`src/rtl/rtc_bcd.sv`:
```
module rtc_bcd #(
  parameter logic [7:0] WD_LAST = 8'd6
) (
  input  logic        clk,
  input  logic        rst_n,
  input  logic        tick_in,
  input  logic        wr_en,
  input  logic [1:0]  wr_addr,
  input  logic [31:0] wr_data,
  input  logic [1:0]  rd_addr,
  output logic [31:0] rd_data,
  output logic        sync_out
);
  localparam logic [1:0] A_CTRL = 2'd0;
  localparam logic [1:0] A_TIME = 2'd1;
  localparam logic [1:0] A_DATE = 2'd2;

  logic       tick_q, on_q, wren_q, run_q;
  logic [7:0] sec, min, hr, day, mon, yr, wd;
  logic [7:0] sec_n, min_n, hr_n, day_n, mon_n, yr_n, wd_n, dlim;
  logic [6:0] yr_bin;
  logic       step, c_sec, c_min, c_hr, c_day, c_mon;
  logic       w_ctrl, w_time, w_date;
  logic [23:0] time_v;
  logic [31:0] date_v, ctrl_v;
  logic       unused_bits;

  function automatic logic [7:0] bcd_inc(input logic [7:0] v);
    return (v[3:0] == 4'd9) ? {v[7:4] + 4'd1, 4'd0} : {v[7:4], v[3:0] + 4'd1};
  endfunction

  assign yr_bin = {3'b0, yr[7:4]} * 7'd10 + {3'b0, yr[3:0]};

  always_comb begin
    case (mon)
      8'h02:                      dlim = (yr_bin[1:0] == 2'b00) ? 8'h29 : 8'h28;
      8'h04, 8'h06, 8'h09, 8'h11: dlim = 8'h30;
      default:                    dlim = 8'h31;
    endcase
  end

  assign step  = tick_q & run_q;
  assign c_sec = step  && sec >= 8'h59;
  assign c_min = c_sec && min >= 8'h59;
  assign c_hr  = c_min && hr  >= 8'h23;
  assign c_day = c_hr  && day >= dlim;
  assign c_mon = c_day && mon >= 8'h12;

  assign sec_n = !step  ? sec : c_sec ? 8'h00 : bcd_inc(sec);
  assign min_n = !c_sec ? min : c_min ? 8'h00 : bcd_inc(min);
  assign hr_n  = !c_min ? hr  : c_hr  ? 8'h00 : bcd_inc(hr);
  assign day_n = !c_hr  ? day : c_day ? 8'h01 : bcd_inc(day);
  assign mon_n = !c_day ? mon : c_mon ? 8'h01 : bcd_inc(mon);
  assign yr_n  = !c_mon ? yr  : (yr >= 8'h99) ? 8'h00 : bcd_inc(yr);
  assign wd_n  = !c_hr  ? wd  : (wd >= WD_LAST) ? 8'h00 : wd + 8'd1;

  assign w_ctrl = wr_en && wr_addr == A_CTRL;
  assign w_time = wr_en && wr_addr == A_TIME && wren_q;
  assign w_date = wr_en && wr_addr == A_DATE && wren_q;

  always_ff @(posedge clk or negedge rst_n) begin
    if (!rst_n) begin
      tick_q <= 1'b0;
      on_q   <= 1'b0;
      wren_q <= 1'b0;
      run_q  <= 1'b0;
      {hr, min, sec}      <= 24'h0;
      {yr, mon, day, wd}  <= 32'h0001_0100;
    end else begin
      tick_q <= tick_in;
      if (tick_q) run_q <= on_q;
      if (w_ctrl) begin
        on_q   <= wr_data[15];
        wren_q <= wr_data[3];
      end
      if (w_time) {hr, min, sec} <= wr_data[31:8];
      else        {hr, min, sec} <= {hr_n, min_n, sec_n};
      if (w_date) {yr, mon, day, wd} <= wr_data;
      else        {yr, mon, day, wd} <= {yr_n, mon_n, day_n, wd_n};
    end
  end

  assign sync_out = tick_in | tick_q;
  assign time_v   = {hr, min, sec};
  assign date_v   = {yr, mon, day, wd};
  assign ctrl_v   = {16'h0, on_q, 8'h0, run_q, 2'b0, wren_q, sync_out, 2'b0};

  always_comb begin
    case (rd_addr)
      A_CTRL:  rd_data = ctrl_v;
      A_TIME:  rd_data = {time_v, 8'h00};
      A_DATE:  rd_data = date_v;
      default: rd_data = 32'h0;
    endcase
  end

  assign unused_bits = ^{wr_data[7:0]};
endmodule

```
`config.mk`:
```
export PLATFORM = sky130hd
export DESIGN_NAME = rtc_bcd
export DESIGN_NICKNAME = d
export VERILOG_FILES = /design/src/rtl/rtc_bcd.sv
export SDC_FILE = /design/constraint.sdc
export NUM_CORES = 1
export LEC_CHECK = 0
export BUFFER_PORTS_ARGS = -buffer_cell sky130_fd_sc_hd__buf_2
export CAP_MARGIN = 30
export CORE_MARGIN = 2
export CORE_UTILIZATION = 49
export CTS_CLUSTER_SIZE = 20
export DETAILED_ROUTE_END_ITERATION = 10
export PLACE_DENSITY = 0.71
export SLEW_MARGIN = 20
export SYNTH_ARGS = -nofsm -noshare
export SYNTH_HDL_FRONTEND = slang
export SYNTH_SLANG_ARGS = --single-unit
```
`constraint.sdc`:
```
create_clock -name clk -period 3.4 [get_ports clk]
set_input_delay 0.85 -clock clk [delete_from_list [all_inputs] [get_ports clk]]
set_output_delay 0.85 -clock clk [all_outputs]
set_load 0.1 [all_outputs]
```
==> results.md <==
* Fmax at 330 MHz
* Post-Synth XOR/XNOR Area at 0.853%
* CTS buffer count at 9
* Worst r2r src: mon[5]
* Hold buffers post-CTS at 0
* ANT nets after route at 0
* CTS resizes at 0
* Routed wire length at between 10 and 15 mm
* Peak VDD IR at 0.469 mV
* Critical-path top delay cell: or3_1
* Initial antenna violation count at 0
* Synth Area in Simple Gates at 22.6%
* Worst-Skew Late Latency at 0.34 ns
* Met3 Resource Use GR at 5.38%
* Ordered cell list for the critical path: inv_1, ha_1, nor3b_1, a22oi_1, o32a_1, ha_1, nor4b_1, nor2_1, or3_1, nor2_1, nor2_1, o21a_1
* Crit. Startpoint: mon[5]
* CTS H-tree lvls at 3
* Die height at 95.6 um
* Relative slew margins at between 40 and 50%
* Die width at 95.6 um
* Final design area excluding fillers at 5150 um^2
* Initial DRC count at ~180
* Seq cells post-synth at 60
* P per Cell Area at 834 nW/um^2
* Initial core utilization at 50.3%
* Leakage Power at 2.28 nW
* IO Pins at between 70 and 80
* CP max stage delay at 0.43 ns
* Total gr overflow at 0
* Crit path kind: reg -> reg
* Vias at roughly 4000
* Core area at 8180 um^2
* Leading area contributor after synthesis: dfrtp_1
* Startpoint types: flip-flop
* Pwr Total at about 4.3 mW
* Syn Inst Count at 468
* Final Critical Period at 3.03 ns
* Synth Flop Type: dfrtp_1
* Largest net degree at the start of global routing at 61
* Status: complete, no violations
* Most frequent cell on the critical path: nor2_1
* Final core utilization at ~63%
* Root Buffer: clkbuf_8
* Final worst setup slack at about 0.37 ns
* Mapped cell area at 4110 um^2
* Max Buffers Root-to-Sink at 2
* Pre-CTS setup slack at 0.402 ns
* CTS tree: built
* DIE AREA at a little over 9000 um^2
* Crit. End Element: flip-flop
* Slew at the pin with the worst max-slew slack at 0.773 ns
* Placed Cells at 631
* Synth unique cells at 65
* DR pass1 iterations at 5
* Vias in the first global route at 3932
* Max-Cap Viols at 0
* Met2 usage at 46.2%
* Clock slew at reported path FFs at 0.07 ns
* First-pass GRT wire length at 19.0 mm
* Synth Area in Compound Gates at 27.0%
* Final Cycle Share at 89.1%
* Seq/Total Area, Yosys at 36.6%
* Gpl congestion at 0.851
* Final Non-Filler Cells at 647
* Hold path start: wd[7]
* Proportion of synthesized area in mux cells at 2.31%
* Warnings from Yosys at 0
* Share of cells above drive strength 1 at 24.0%
* Setup bufs post-CTS at 0
* NumNets Final at 598
* Busiest layer in global routing: met2
* Setup TNS at 0 ns
* Crit path DAT at around 3.3 ns
* Skew final at 0.00614 ns
* Final setup fails at 0
* Vias per cell at 6.17
* Mapped Nets at 529
* Remaining DRCs at 0
* Critical Path Fanout Max at 7
* Post-synth ARST share at 100%
* Final Max Slew Viols at 0
* EDFF count, synth at 0
* Final number of hold-violating endpoints at 0
* # rows at 33
* Synth Area in Adders at roughly 6.4%
* Post-synth top cells: 58 x dfrtp_1, 54 x nand2_1, 39 x nor2_1, 30 x a21oi_1, 29 x a22o_1
* Dpl cell area at 4940 um^2
* GRT met1 Usage at 33.4%
* Gr usage total at a little over a quarter
* DR WL/cell at 18.0 um
* Hold Slack at 0.543 ns
* PortBufs at 72
* Yosys top cell area share at 35.3%
* Detailed Place HPWL at 8.44 mm
* Main combinational cell family by area after synthesis: compound AO/OA/AOI/OAI gates
* Mean Syn Cell Area at 8.78 um^2
* Worst Hold Class: reg -> reg
* Top-count cell post-synth: dfrtp_1
* WP data required at around 3.6 ns
* # diodes at 0
* Layout area overhead at 25.5%
* # clock sinks at 60
* RSZ-0062 raised after global routing: no
* Synth area leaders: dfrtp_1 35%, ha_1 6.4%, a22o_1 6.2%
-- flip-flops by register name, summed over array words and instances (netlist names) --
name and cells:
day 8, hr 8, min 8, mon 8, on_q 1, run_q 1
sec 8, tick_q 1, wd 8, wren_q 1, yr 8
-- cells by family (layout without fill, tap and decap cells) --
kind of cell    after synthesis  after routing
xor+xnor                      4              4
buf+inv                      41            115
mux                           9              9
simple gates                179            179
fa+ha+maj                    21             21
flops                        60             60
compound gates              154            154
-- placed cells by master, fill, tap and decap left out, types with 7 or more instances in the layout --
master and count:
a22o_1 19, buf_4 12, nor2_1 38, o31ai_1 7, ha_1 21, inv_1 15
a2bb2oi_1 7, and2_1 7, buf_2 49, dfrtp_1 58, nand3_1 19, o21ai_0 26
a22o_2 10, clkbuf_8 10, nand2_1 54, buf_12 23, a221o_1 9, o21ai_1 10
a21oi_1 30, nor3_1 13
-- where the power goes --
group	leakage [nW]	switching (mW)	internal (mW)
Sequential	0.731	0.462	0.985
Combinational	1.44	1.30	0.819
Clock	0.107	0.297	0.432
-- final timing paths --
| check | end | slack [ns] | cells past startpoint |
|---|---|---|---|
| max in group asynchronous | wd[7] | 2.23 | 2 |
| setup / recovery | day[6] | 0.37 | 12 |
| hold reg to reg | wd[7] | 0.54 | 1 |
| min in group asynchronous | min[3] | 0.67 | 2 |
| setup reg to reg | day[6] | 0.37 | 12 |
| hold / removal | wd[7] | 0.54 | 1 |
-- routing by layer --
| layer | routed length (um) | vias to the layer above |
|---|---|---|
| li1 | - | 1887 |
| met4 | 244 | 0 |
| met3 | 679 | 21 |
| met2 | 5820 | 151 |
| met5 | 0 | - |
| met1 | 4910 | 1933 |
-- worst max-delay path: cells and delay by family, from the launching register on --
| kind | cells | cell delay (ns) |
|---|---|---|
| buffers and inverters | 1 | 0.10 |
| and+or+nand+nor | 6 | 1.35 |
| adders and majority gates | 2 | 0.43 |
| AOI/OAI and AO/OA | 3 | 0.62 |
| DFF | 1 | 0.42 |
-- final cells by class --
| type | instances | area [um^2] |
|---|---|---|
| Clock buffer | 12 | 145 |
| Clock inverter | 4 | 72.6 |
| Fill cell | 704 | 3020 |
| Inverter | 15 | 56.3 |
| Multi-Input combinational cell | 367 | 2450 |
| Sequential cell | 60 | 1500 |
| Tap cell | 105 | 131 |
| Timing Repair Buffer | 84 | 796 |
Note: power is estimated with default switching activity, not from simulation.
